File: config.mk
export PLATFORM = sky130hd
export DESIGN_NAME = serial_bank_port
export DESIGN_NICKNAME = d
export VERILOG_FILES = /design/src/rtl/sbp_pkg.sv /design/src/rtl/sbp_gate.sv /design/src/rtl/sbp_shifter.sv /design/src/rtl/sbp_regfile.sv /design/src/rtl/serial_bank_port.sv
export SDC_FILE = /design/constraint.sdc
export NUM_CORES = 1
export LEC_CHECK = 0
export ABC_AREA = 1
export CORE_MARGIN = 2
export CORE_UTILIZATION = 40
export DETAILED_ROUTE_END_ITERATION = 8
export DONT_BUFFER_PORTS = 1
export SKIP_LAST_GASP = 1
export SLEW_MARGIN = 20
export SYNTH_ARGS = -nofsm -noshare
export SYNTH_HDL_FRONTEND = slang
export SYNTH_HIERARCHICAL = 1
export SYNTH_SLANG_ARGS = --single-unit
File: constraint.sdc
create_clock -name clk -period 1.88 [get_ports clk]
set_input_delay 0.094 -clock clk [delete_from_list [all_inputs] [get_ports clk]]
set_output_delay 0.094 -clock clk [all_outputs]
set_load 0.005 [all_outputs]
File: src/rtl/sbp_pkg.sv
package sbp_pkg;
   // Register indices as selected by address bits 14:13
   typedef enum logic [1:0] {
      SEL_CTRL   = 2'd0,
      SEL_BANK_A = 2'd1,
      SEL_BANK_B = 2'd2,
      SEL_BANK_P = 2'd3
   } reg_sel_e;

   localparam int unsigned NUM_REGS = 4;
endpackage

File: src/rtl/sbp_gate.sv
module sbp_gate #(
   parameter int unsigned COOLDOWN = 3
) (
   input  logic clk,
   input  logic rst_n,
   input  logic wr_en,
   input  logic in_window,
   output logic accept_o
);
   localparam int unsigned CW = $clog2(COOLDOWN + 1);

   if (COOLDOWN < 1) begin : g_bad_cool
      $error("sbp_gate: COOLDOWN must be at least 1");
   end

   logic [CW-1:0] cool_q;

   assign accept_o = wr_en & in_window & (cool_q == '0);

   always_ff @(posedge clk) begin
      if (!rst_n)
         cool_q <= '0;
      else if (accept_o)
         cool_q <= CW'(COOLDOWN);
      else if (cool_q != '0)
         cool_q <= cool_q - 1'b1;
   end


   back_to_back_chk: assert property (@(posedge clk) disable iff (!rst_n)
      accept_o |=> !accept_o);

   cool_range_chk: assert property (@(posedge clk) disable iff (!rst_n)
      cool_q <= CW'(COOLDOWN));
endmodule

File: src/rtl/sbp_shifter.sv
module sbp_shifter #(
   parameter int unsigned REG_W = 5
) (
   input  logic             clk,
   input  logic             rst_n,
   input  logic             accept,
   input  logic             bit_in,
   input  logic             abort_in,
   output logic             abort_v,
   output logic             commit_v,
   output logic [REG_W-1:0] commit_val
);
   localparam int unsigned CNT_W = $clog2(REG_W + 1);

   logic [CNT_W-1:0] cnt_q;
   logic [REG_W-1:0] buf_q;
   logic [REG_W-1:0] buf_nx;

   assign abort_v  = accept & abort_in;
   assign commit_v = accept & ~abort_in & (cnt_q == CNT_W'(REG_W - 1));

   always_comb begin
      buf_nx = buf_q;
      for (int i = 0; i < REG_W; i++)
         if (cnt_q == CNT_W'(i)) buf_nx[i] = bit_in;
   end

   assign commit_val = buf_nx;

   always_ff @(posedge clk) begin
      if (!rst_n) begin
         cnt_q <= '0;
         buf_q <= '0;
      end else if (abort_v || commit_v) begin
         cnt_q <= '0;
         buf_q <= '0;
      end else if (accept) begin
         cnt_q <= cnt_q + 1'b1;
         buf_q <= buf_nx;
      end
   end


   commit_clears_chk: assert property (@(posedge clk) disable iff (!rst_n)
      commit_v |=> (cnt_q == '0 && buf_q == '0));

   abort_clears_chk: assert property (@(posedge clk) disable iff (!rst_n)
      abort_v |=> (cnt_q == '0 && buf_q == '0));

   cnt_range_chk: assert property (@(posedge clk) disable iff (!rst_n)
      cnt_q < CNT_W'(REG_W));
endmodule

File: src/rtl/sbp_regfile.sv
module sbp_regfile
   import sbp_pkg::*;
#(
   parameter int unsigned REG_W         = 5,
   parameter int unsigned CTRL_RST      = 12,
   parameter int unsigned MODE_SET      = 12,
   parameter bit          RAM_EN_CTL    = 1'b1,
   parameter bit          RAM_START_OFF = 1'b1
) (
   input  logic                           clk,
   input  logic                           rst_n,
   input  logic                           commit_v,
   input  logic [1:0]                     commit_sel,
   input  logic [REG_W-1:0]               commit_val,
   input  logic                           abort_v,
   output logic [NUM_REGS-1:0][REG_W-1:0] regs_o,
   output logic                           ram_en_o,
   output logic                           stb_o,
   output logic [1:0]                     idx_o
);
   localparam int unsigned RAM_BIT = REG_W - 1;
   localparam logic [REG_W-1:0] MODE_MASK = REG_W'(MODE_SET);

   logic [NUM_REGS-1:0][REG_W-1:0] regs_q;

   for (genvar g = 0; g < NUM_REGS; g++) begin : g_reg
      localparam logic [REG_W-1:0] RST_V = (g == 0) ? REG_W'(CTRL_RST) : '0;
      always_ff @(posedge clk) begin
         if (!rst_n)
            regs_q[g] <= RST_V;
         else if (commit_v && commit_sel == 2'(g))
            regs_q[g] <= commit_val;
         else if (g == 0 && abort_v)
            regs_q[g] <= regs_q[g] | MODE_MASK;
      end
   end

   if (RAM_EN_CTL) begin : g_ram_ctl
      logic ram_q;
      always_ff @(posedge clk) begin
         if (!rst_n)
            ram_q <= ~RAM_START_OFF;
         else if (commit_v && commit_sel == SEL_BANK_P)
            ram_q <= ~commit_val[RAM_BIT];
      end
      assign ram_en_o = ram_q;

      ram_hold_chk: assert property (@(posedge clk) disable iff (!rst_n)
         !(commit_v && commit_sel == SEL_BANK_P) |=> $stable(ram_q));
   end else begin : g_ram_fixed
      assign ram_en_o = ~RAM_START_OFF;
   end

   always_ff @(posedge clk) begin
      if (!rst_n) begin
         stb_o <= 1'b0;
         idx_o <= '0;
      end else begin
         stb_o <= commit_v;
         if (commit_v) idx_o <= commit_sel;
      end
   end

   assign regs_o = regs_q;


   stb_single_chk: assert property (@(posedge clk) disable iff (!rst_n)
      stb_o |=> !stb_o);

   abort_mode_chk: assert property (@(posedge clk) disable iff (!rst_n)
      abort_v |=> ((regs_q[0] & MODE_MASK) == MODE_MASK));

   regs_hold_chk: assert property (@(posedge clk) disable iff (!rst_n)
      !commit_v && !abort_v |=> $stable(regs_q));

   abort_excl_chk: assert property (@(posedge clk) disable iff (!rst_n)
      !(abort_v && commit_v));
endmodule

File: src/rtl/serial_bank_port.sv
module serial_bank_port
   import sbp_pkg::*;
#(
   parameter int unsigned ADDR_W        = 16,
   parameter int unsigned DATA_W        = 8,
   parameter int unsigned REG_W         = 5,
   parameter int unsigned COOLDOWN      = 3,
   parameter bit          RAM_EN_CTL    = 1'b1,
   parameter bit          RAM_START_OFF = 1'b1
) (
   input  logic              clk,
   input  logic              rst_n,
   input  logic              wr_en,
   input  logic [ADDR_W-1:0] wr_addr,
   input  logic [DATA_W-1:0] wr_data,
   output logic [REG_W-1:0]  ctrl_q,
   output logic [REG_W-1:0]  bank_a_q,
   output logic [REG_W-1:0]  bank_b_q,
   output logic [REG_W-1:0]  bank_p_q,
   output logic              ram_en,
   output logic              commit_stb,
   output logic [1:0]        commit_idx
);
   localparam int unsigned WIN_BIT   = ADDR_W - 1;
   localparam int unsigned SEL_HI    = ADDR_W - 2;
   localparam int unsigned ABORT_BIT = DATA_W - 1;

   if (ADDR_W < 4)  begin : g_bad_addr  $error("serial_bank_port: ADDR_W too small");  end
   if (DATA_W < 2)  begin : g_bad_data  $error("serial_bank_port: DATA_W too small");  end
   if (REG_W < 5)   begin : g_bad_reg   $error("serial_bank_port: REG_W below 5");      end

   logic                           accept;
   logic                           abort_v;
   logic                           commit_v;
   logic [REG_W-1:0]               commit_val;
   logic [1:0]                     sel;
   logic [NUM_REGS-1:0][REG_W-1:0] regs;

   assign sel = wr_addr[SEL_HI -: 2];

   sbp_gate #(.COOLDOWN(COOLDOWN)) u_gate (
      .clk       (clk),
      .rst_n     (rst_n),
      .wr_en     (wr_en),
      .in_window (wr_addr[WIN_BIT]),
      .accept_o  (accept)
   );

   sbp_shifter #(.REG_W(REG_W)) u_shift (
      .clk        (clk),
      .rst_n      (rst_n),
      .accept     (accept),
      .bit_in     (wr_data[0]),
      .abort_in   (wr_data[ABORT_BIT]),
      .abort_v    (abort_v),
      .commit_v   (commit_v),
      .commit_val (commit_val)
   );

   sbp_regfile #(
      .REG_W         (REG_W),
      .RAM_EN_CTL    (RAM_EN_CTL),
      .RAM_START_OFF (RAM_START_OFF)
   ) u_regs (
      .clk        (clk),
      .rst_n      (rst_n),
      .commit_v   (commit_v),
      .commit_sel (sel),
      .commit_val (commit_val),
      .abort_v    (abort_v),
      .regs_o     (regs),
      .ram_en_o   (ram_en),
      .stb_o      (commit_stb),
      .idx_o      (commit_idx)
   );

   assign ctrl_q   = regs[SEL_CTRL];
   assign bank_a_q = regs[SEL_BANK_A];
   assign bank_b_q = regs[SEL_BANK_B];
   assign bank_p_q = regs[SEL_BANK_P];


   outside_window_chk: assert property (@(posedge clk) disable iff (!rst_n)
      (wr_en && !wr_addr[WIN_BIT]) |-> !accept);

   stb_follows_commit_chk: assert property (@(posedge clk) disable iff (!rst_n)
      commit_v |=> (commit_stb && commit_idx == $past(sel)));
endmodule

==> impl_metrics.yaml, run 1 <==
synth:
  synth_top_area_cell: "dfxtp_1"
  post_synth_edffs: 0
  synthesis.area_um2: 1490
  synth-seq-area-share: 0.457
  netlist_top_cells_count: "nand2_1 (46), nor2_1 (45), dfxtp_1 (34)"
  yosys_register_bits: 34
  yosys.cell_count.top_type: "nand2_1"
  yosysWarnings: 6
  syn-instance-count: 207
  post_synth.cell_area_avg_um2: 7.20
  synth.distinct_cells: 22
  synthDominantCellAreaShare: 0.457
  postSynthNetCount: 240
  synthTopCellsByArea: "dfxtp_1 (46%), nand2_1 (12%), nor2_1 (11%), inv_1 (6.0%), ha_1 (5.0%)"
  synth-async-reset-ratio: 0
  synthFlopType: "dfxtp_1"
placed_design:
  post-dp-hpwl_mm: 2.17
  place.port_buffers: 0
  final_wtd_congestion: 0.788
  place_ws_ps: 91.6
  post_dp_cell_area_um2: 1590
  place.detailed.instances: 260
floorplan:
  dieHeight_um: 65.0
  start_util: 0.410
  die-area_um2: 4230
  row_count: 22
  num_io_pins: 51
  floorplan.die.width_um: 65.0
  placeableCoreArea_um2: 3630
timing:
  timing.hold.ws_ps: 16.7
  fin_ws_ps: 210
  max_clock_freq_mhz: 599
  unrepaired_setup_endpoints_after_global_routing: "false"
  timing.slew.headroom: 0.646
  timing_worst_slew_pin_value_ps: 529
  timing.clock.skew_ps: 2.96
  fin_crit_ps: 1670
  setup_viol_count_final: 0
  finalSetupTns_ps: 0
  min_period_over_period: 0.888
  slew_violations: 0
  report.final.hold_viol_count: 0
worst_setup_path:
  reg2reg_to: "u_regs/regs_o[7]"
  r2r-start: "u_gate/cool_q[1]"
  worst-endpoint-required_ps: 2100
  master_of_the_slowest_instance_on_the_critical_path: "dfxtp_1"
  arrival_ps: 1890
  worst-setup-path-type: "reg -> reg"
  reg2reg_slack_ps: 210
  r2r.worst_path.cells: 12
  worstPathCellList: "inv_1 > ha_4 > inv_1 > nor2_2 > nand2_1 > nor2_1 > buf_4 > nand2_1 > nor2_2 > buf_4 > o21ai_0 > nor2_1"
  critical-path-max-stage-delay_ps: 300
  end_kind: "register"
  crit_start: "u_gate/cool_q[1]"
  worst_setup_path_start_kind: "register"
  critical_path.max_fanout: 7
min_path:
  hold-path-cell-count: 3
  hold_class: "in -> reg"
  min_from: "wr_data[7]"
  hold_end: "u_shift/buf_q[2]"
clock_tree:
  numCtsBuffers: 5
  cts-htree-levels: 2
  root_buffer: "clkbuf_8"
  clock_slew_at_the_register_clock_pins_of_the_worst_setup_and_hold_paths_ps: 70
  tritoncts: "yes"
  clkLatencyLatePin_ps: 280
  clock_sink_count: 34
  clock_path_buffers: 2
global_routing:
  grt_start_max_net_pins: 17
  number_of_global_route_vias_before_repair: 1153
  gr-usage-met2: 0.258
  antenna_violations_before_repair: 0
  gr-usage-met1: 0.191
  grt.busiest_layer: "met2"
  use_met3: 0.0677
  gr-usage-all-layers: 0.164
  grt_first_pass_wirelength_mm: 5.05
  grt.overflow.total: 0
routing:
  viasPerCell: 4.61
  detail-route-antenna-nets: 0
  via_count: 1253
  routed_wirelength_mm: 3.17
  dr.pass1.iters: 4
  drc: 0
  number_of_drc_violations_after_detailed_routing_iteration_0: 77
  drt-wirelength-per-cell_um: 11.7
layout:
  instances_no_fill: 272
  layout-area-overhead-vs-synth_pct: 19.1
  drive_gt1_frac: 0.143
  layout.nets: 257
  finish.instance_area_um2: 1780
  fillerInstances: 381
  diodes: 0
power_and_ir_drop:
  p_leak_nw: 0.791
  power.density_nw_per_um2: 978
  vdd_ir_drop_max_mv: 0.345
run:
  maxCapViolCount: 0
outcome:
  outcome: "complete, no violations"
## power by group
| group | switching [mW] | leakage (nW) | internal [mW] |
|---|---|---|---|
| clock network | 0.252 | 0.0573 | 0.424 |
| registers | 0.0177 | 0.275 | 0.755 |
| logic | 0.168 | 0.459 | 0.120 |
## metal layers
metal / up-vias / share of wire
met5: - / 0
met4: 0 / 0.021
met3: 6 / 0.075
met2: 28 / 0.46
met1: 545 / 0.45
li1: 674 / -
## critical path, delay by kind of cell, from the launching register on
kind | cells | cell delay, ps
compound gates | 1 | 70
fa+ha+maj | 1 | 160
buf+inv | 4 | 430
flops | 1 | 300
simple gates | 6 | 660
## timing repair
item                                   in CTS  in global routing
buffers inserted                            0                  2
endpoints found under the hold margin      18                  0
hold buffers                                3                  0
resized for setup                           0                  9
setup endpoints to repair                   0                 16
## layout by cell type, fill, tap and decap left out, types with 2 or more instances in the layout
| cell | count |
|---|---|
| nand2_1 | 46 |
| nor2_1 | 43 |
| dfxtp_1 | 34 |
| inv_1 | 21 |
| nand3_1 | 12 |
| o21ai_0 | 12 |
| a21oi_1 | 11 |
| buf_4 | 10 |
| clkbuf_8 | 6 |
| ha_1 | 4 |
| dlygate4sd3_1 | 3 |
| inv_2 | 3 |
| nand2_2 | 2 |
| nor2_2 | 2 |
| ha_4 | 2 |
| o21bai_1 | 2 |
| or2_2 | 2 |
## state kept, by name (all words and copies together) (netlist names)
register and cells:
u_shift/cnt_q 3, u_regs/regs_o 20, u_regs/idx_o 2, u_regs/ram_en_o 1, u_regs/stb_o 1, u_gate/cool_q 2, u_shift/buf_q 5
## kinds of logic after synthesis
family,share of synthesized area
buffers and inverters,0.0840
and+or+nand+nor,0.301
AOI/OAI and AO/OA,0.107
adders and majority gates,0.0504
DFF,0.457
## stage by stage
step                 util  power, mW
finish              0.489       1.74
global route        0.489       1.84
CTS                 0.476       1.72
detailed placement  0.437       1.03
global placement    0.437       1.02
floorplan               -      0.984
## cell type report
| cell class | count | area (µm²) | share of cell area |
|---|---|---|---|
| flip-flops and latches | 34 | 681 | 0.383 |
| well taps | 48 | 60.1 | 0.0338 |
| repair buffers | 13 | 105 | 0.0592 |
| clock inverters | 1 | 30.0 | 0.0169 |
| clock buffers | 6 | 82.6 | 0.0465 |
| multi-input cells | 144 | 714 | 0.402 |
| inverters | 26 | 103 | 0.0578 |
## worst max-delay path by stage
stage | end | slack (ps) | cells past startpoint
2_1_floorplan | u_regs/regs_o[8] | 1 | 13
5_1_grt | u_regs/regs_o[7] | 0.6 | 12
6_report | u_regs/regs_o[7] | 210 | 12
4_1_cts | u_regs/regs_o[7] | 60 | 12
3_3_place_gp | u_regs/regs_o[5] | 110 | 12
3_5_place_dp | u_regs/regs_o[5] | 90 | 12
Power figures use the tool's default switching activity.
==> inputs of run 2 (changes only) <==
CTS_CLUSTER_SIZE = 8   (was unset)
SYNTH_HIERARCHICAL = unset   (was 1)
==> impl_metrics.yaml, run 2 <==
outcome:
  outcome: "complete, no violations"
worst_setup_path:
  worst-endpoint-required_ps: 2060
  reg2reg_to: "u_shift.buf_q[2]"
  worst_setup_path_start_kind: "register"
  end_kind: "register"
  critical_path.max_fanout: 6
  path_delay_family: "simple AND/OR/NAND/NOR gates"
  arrival_ps: 1820
  r2r.worst_path.cells: 9
  r2r-start: "u_shift.cnt_q[0]"
  path_buf_inv: 3
  most_frequent_cell_on_critical_path: "nand2_1"
  worstPathCellList: "inv_1 > ha_1 > nand2_1 > nor2_2 > nand2_1 > nand3_2 > inv_2 > nand2_1 > inv_1"
  reg2reg_slack_ps: 240
  master_of_the_slowest_instance_on_the_critical_path: "dfxtp_1"
  worst-setup-path-type: "reg -> reg"
  critical-path-max-stage-delay_ps: 350
timing:
  report.final.hold_viol_count: 0
  timing_worst_slew_pin_value_ps: 433
  max_clock_freq_mhz: 610
  timing.clock.skew_ps: 6.78
  slew_violations: 0
  setup_viol_count_final: 0
  finalSetupTns_ps: 0
  unrepaired_setup_endpoints_after_global_routing: "false"
  min_period_over_period: 0.872
  timing.slew.headroom: 0.711
  fin_crit_ps: 1640
synth:
  yosysWarnings: 0
  synth-seq-area-share: 0.442
  yosys.cell_count.top_type: "nand2_1"
  synthFlopType: "dfxtp_1"
  postSynthNetCount: 252
  synth_top_area_cell: "dfxtp_1"
  synth.distinct_cells: 19
  synth-async-reset-ratio: 0
  syn-instance-count: 219
  synthDominantCellAreaShare: 0.442
  synthTopCellsByArea: "dfxtp_1 (44%), nand2_1 (18%), nand3_1 (8.1%), inv_1 (6.3%), a21oi_1 (6.2%)"
  post_synth_edffs: 0
  synthesis.area_um2: 1540
  yosys_register_bits: 34
  post_synth.cell_area_avg_um2: 7.03
  netlist_top_cells_count: "nand2_1 (75), dfxtp_1 (34), inv_1 (26)"
power_and_ir_drop:
  internal_portion_of_total_power_mw: 1.10
  p_leak_nw: 0.803
  vdd_ir_drop_max_mv: 0.308
  power.net_switching_uw: 386
  seqPwrFrac: 0.507
  comb_power_share: 0.123
  power.clock.fraction: 0.370
  power_switching_share: 0.259
  power.density_nw_per_um2: 848
global_routing:
  gr-usage-all-layers: 0.174
  antenna_violations_before_repair: 0
  grt_start_max_net_pins: 15
  number_of_global_route_vias_before_repair: 1200
  grt_first_pass_wirelength_mm: 5.66
  grt.overflow.total: 0
min_path:
  hold_class: "in -> reg"
  hold_end: "u_regs.regs_o[9]"
  hold-path-cell-count: 3
  min_from: "wr_addr[14]"
clock_tree:
  clock_path_buffers: 2
  root_buffer: "clkbuf_8"
  clkLatencyLatePin_ps: 280
  clock_slew_at_the_register_clock_pins_of_the_worst_setup_and_hold_paths_ps: 70
  tritoncts: "yes"
  clock_sink_count: 34
  numCtsBuffers: 5
  post-cts-setup-buffer-count: 0
  post_cts.resized_instances: 0
  cts-htree-levels: 2
placed_design:
  post-dp-hpwl_mm: 2.43
  final_wtd_congestion: 0.817
  place.port_buffers: 0
routing:
  drc: 0
  via_count: 1357
  number_of_drc_violations_after_detailed_routing_iteration_0: 75
  detail-route-antenna-nets: 0
  routed_wirelength_mm: 3.41
  viasPerCell: 4.81
  dr.pass1.iters: 4
  drt-wirelength-per-cell_um: 12.1
layout:
  most_frequent_standard_cell_in_the_layout_excluding_fill_and_tap_cells: "nand2_1"
  drive_gt1_frac: 0.0940
  mostFrequentLayoutCells: "nand2_1 (75), dfxtp_1 (34), inv_1 (26)"
  layout.nets: 266
  postLayoutCoreUtil: 0.477
  layout-area-overhead-vs-synth_pct: 14.2
  fillerInstances: 381
  largest_register_ffs: 20
  diodes: 0
floorplan:
  row_count: 22
  start_util: 0.417
  num_io_pins: 51
  floorplan.die.width_um: 66.0
  placeableCoreArea_um2: 3690
  dieHeight_um: 66.0
  die-area_um2: 4360
run:
  maxCapViolCount: 0
[run 2: layout make-up]
| cell class | instances | area [µm²] | area share |
|---|---|---|---|
| inverters | 28 | 105 | 0.0598 |
| repair buffers | 11 | 95.1 | 0.0541 |
| well taps | 48 | 60.1 | 0.0342 |
| clock inverters | 1 | 5.00 | 0.00285 |
| flip-flops and latches | 34 | 681 | 0.387 |
| clock buffers | 7 | 86.3 | 0.0491 |
| multi-input cells | 153 | 726 | 0.413 |
[run 2: cell families after synthesis]
| family | after synthesis | synth area share |
|---|---|---|
| AOI/OAI and AO/OA | 23 | 0.0756 |
| buffers and inverters | 32 | 0.0862 |
| and+or+nand+nor | 124 | 0.347 |
| DFF | 34 | 0.442 |
| adders and majority gates | 6 | 0.0488 |
[run 2: stage by stage]
step	hold WS, ps	setup slack [ps]	instance area, µm²	instances	power [mW]
2_1_floorplan	197	515	1540	219	0.905
3_3_place_gp	167	246	1620	269	0.940
3_5_place_dp	171	251	1620	269	0.942
4_1_cts	24.3	237	1760	282	1.51
5_1_grt	36.9	86.1	1760	282	1.58
6_report	31.4	240	1760	282	1.49
[run 2: what timing repair did]
action                     4_1_cts  5_1_grt
hold buffers                     5        0
setup endpoints to repair        0        0
hold endpoints to repair        12        0
[run 2: power by group through the flow]
stage / sequential [mW] / combinational [mW] / clock, mW
3_3_place_gp: 0.771 / 0.169 / 0
3_5_place_dp: 0.772 / 0.170 / 0
2_1_floorplan: 0.769 / 0.136 / 0
5_1_grt: 0.758 / 0.211 / 0.610
6_report: 0.756 / 0.183 / 0.552
4_1_cts: 0.756 / 0.182 / 0.570
[run 2: how the worst max path moves through the flow]
stage / start / endpoint / slack, ps / cells after the start
final: u_shift.cnt_q[0] / u_shift.buf_q[2] / 240 / 9
after global routing: u_shift.cnt_q[0] / u_shift.buf_q[1] / 90 / 9
after CTS: u_shift.cnt_q[0] / u_shift.buf_q[2] / 240 / 9
after detailed placement: u_shift.cnt_q[0] / u_shift.buf_q[2] / 250 / 9
after global placement: u_shift.cnt_q[0] / u_shift.buf_q[2] / 250 / 9
after floorplan: u_shift.cnt_q[0] / u_shift.buf_q[0] / 520 / 9
[run 2: metal layers]
metal | share of wire | global-route usage
met3 | 0.057 | 0.0613
met5 | 0 | 0
met4 | 0.021 | 0.0740
met2 | 0.48 | 0.277
met1 | 0.44 | 0.212
[run 2: tightest hold or removal path: cells and delay by family]
family             cells  cell delay [ps]
and+or+nand+nor        2              110
AOI/OAI and AO/OA      1               60
==> inputs of run 3 (changes only) <==
GPL_TIMING_DRIVEN = 0   (was unset)
==> impl_metrics.yaml, run 3 (synthesis gave the netlist of run 2 again) <==
global_routing:
  grt_start_max_net_pins: 11
  grt.overflow.total: 0
  grt_first_pass_wirelength_mm: 5.59
  antenna_violations_before_repair: 0
  number_of_global_route_vias_before_repair: 1228
  gr-usage-all-layers: 0.169
layout:
  largest_register_ffs: 20
  mostFrequentLayoutCells: "nand2_1 (75), dfxtp_1 (34), inv_1 (26)"
  drive_gt1_frac: 0.0823
  layout.nets: 263
  area_of_the_multi_input_gates_um2: 726
  diodes: 0
  fillerInstances: 395
  layout-area-overhead-vs-synth_pct: 12.4
  most_frequent_standard_cell_in_the_layout_excluding_fill_and_tap_cells: "nand2_1"
  area_occupied_by_registers_um2: 681
  postLayoutCoreUtil: 0.469
floorplan:
  num_io_pins: 51
  row_count: 22
  placeableCoreArea_um2: 3690
  start_util: 0.417
  die-area_um2: 4360
  dieHeight_um: 66.0
  floorplan.die.width_um: 66.0
placed_design:
  place.port_buffers: 0
  place_ws_ps: 136
  post-dp-hpwl_mm: 2.38
  final_wtd_congestion: 0.786
clock_tree:
  cts-htree-levels: 2
  tritoncts: "yes"
  clkLatencyLatePin_ps: 290
  clock_sink_count: 34
  numCtsBuffers: 5
  clock_path_buffers: 2
  clock_slew_at_the_register_clock_pins_of_the_worst_setup_and_hold_paths_ps: 70
  root_buffer: "clkbuf_8"
  post-cts-setup-buffer-count: 0
power_and_ir_drop:
  internal_portion_of_total_power_mw: 1.11
  seqPwrFrac: 0.502
  vdd_ir_drop_max_mv: 0.260
  finalPower_mw: 1.50
  power.density_nw_per_um2: 870
  power.net_switching_uw: 398
  comb_power_share: 0.124
  power.clock.fraction: 0.374
  p_leak_nw: 0.786
  power_switching_share: 0.264
routing:
  viasPerCell: 4.81
  detail-route-antenna-nets: 0
  number_of_drc_violations_after_detailed_routing_iteration_0: 55
  routed_wirelength_mm: 3.44
  via_count: 1342
  dr.pass1.iters: 4
  drt-wirelength-per-cell_um: 12.3
  drc: 0
worst_setup_path:
  most_frequent_cell_on_critical_path: "nand2_1"
  worst-setup-path-type: "reg -> reg"
  worstPathCellList: "inv_1 > ha_1 > nand2_1 > nor2_2 > nand2_1 > nand3_2 > inv_2 > nand2_1 > inv_1"
  master_of_the_slowest_instance_on_the_critical_path: "dfxtp_1"
  termination_of_the_worst_setup_path: "u_shift.buf_q[1]"
  end_kind: "register"
  reg2reg_slack_ps: 240
  reg2reg_to: "u_shift.buf_q[1]"
  arrival_ps: 1820
  r2r-start: "u_shift.cnt_q[0]"
  worst-endpoint-required_ps: 2070
  worst_setup_path_start_kind: "register"
  r2r.worst_path.cells: 9
  critical-path-max-stage-delay_ps: 340
  crit_start: "u_shift.cnt_q[0]"
  critical_path.max_fanout: 6
timing:
  max_clock_freq_mhz: 611
  timing_worst_slew_pin_value_ps: 431
  timing.hold.ws_ps: 21.4
  timing.clock.skew_ps: 6.48
  slew_violations: 0
  fin_ws_ps: 243
  unrepaired_setup_endpoints_after_global_routing: "false"
  timing.slew.headroom: 0.713
  report.final.hold_viol_count: 0
  setup_viol_count_final: 0
  finalSetupTns_ps: 0
  fin_crit_ps: 1640
  min_period_over_period: 0.870
outcome:
  outcome: "complete, no violations"
min_path:
  hold_class: "in -> reg"
run:
  maxCapViolCount: 0
## run 3: cell count changes in the layout (fill, tap and decap cells not counted)
cell           change
buf_4              -5
buf_2              +1
buf_6              +1
clkbuf_1           +1
dlygate4sd3_1      -1
o21ai_0            -1
o21ai_1            +1
## run 3: worst max-delay path: cells and delay by family (launching register included)
kind | cells | cell delay [ps]
adder cells (fa/ha/maj) | 1 | 290
flip-flops | 1 | 340
buffers and inverters | 3 | 210
AND/OR/NAND/NOR | 5 | 700
## run 3: repair_timing
action | 4_1_cts | 5_1_grt
setup endpoints to repair | 0 | 5
hold buffers | 4 | 0
endpoints found under the hold margin | 4 | 0
gates resized for setup | 0 | 1
## run 3: layout make-up
| class | instances | share of cell area |
|---|---|---|
| clock buffer | 7 | 0.0499 |
| inverter | 28 | 0.0607 |
| timing repair buffer | 4 | 0.0231 |
| buffer | 4 | 0.0159 |
| tap | 48 | 0.0347 |
| multi-input combinational | 153 | 0.419 |
| sequential | 34 | 0.393 |
| clock inverter | 1 | 0.00289 |
## run 3: stage by stage
step                      area, µm²  std cells
after floorplan                1540        219
after global placement         1600        267
after detailed placement       1600        267
after CTS                      1730        279
after global routing           1730        279
final                          1730        279
## run 3: worst min path at each step
stage | start | end | cells past startpoint
floorplan | wr_addr[13] | u_regs.idx_o[0] | 2
global placement | wr_addr[14] | u_regs.idx_o[1] | 2
detailed placement | wr_addr[13] | u_regs.idx_o[0] | 2
CTS | wr_addr[15] | u_gate.cool_q[1] | 3
global route | wr_addr[14] | u_regs.regs_o[9] | 3
finish | wr_addr[15] | u_gate.cool_q[1] | 3
## run 3: power by group through the flow
stage               Sequential [mW]  Combinational (mW)  Clock [mW]
CTS                           0.755               0.188       0.566
detailed placement            0.771               0.172           0
floorplan                     0.769               0.136           0
global placement              0.771               0.166           0
finish                        0.756               0.187       0.563
global route                  0.761               0.218       0.604
## run 3: routing by layer
metal / global-route usage / vias up / wire, µm
met5: 0 / - / 0
li1: - / 705 / -
met2: 0.260 / 27 / 1580
met1: 0.221 / 602 / 1630
met4: 0.0740 / 0 / 70
met3: 0.0477 / 8 / 166
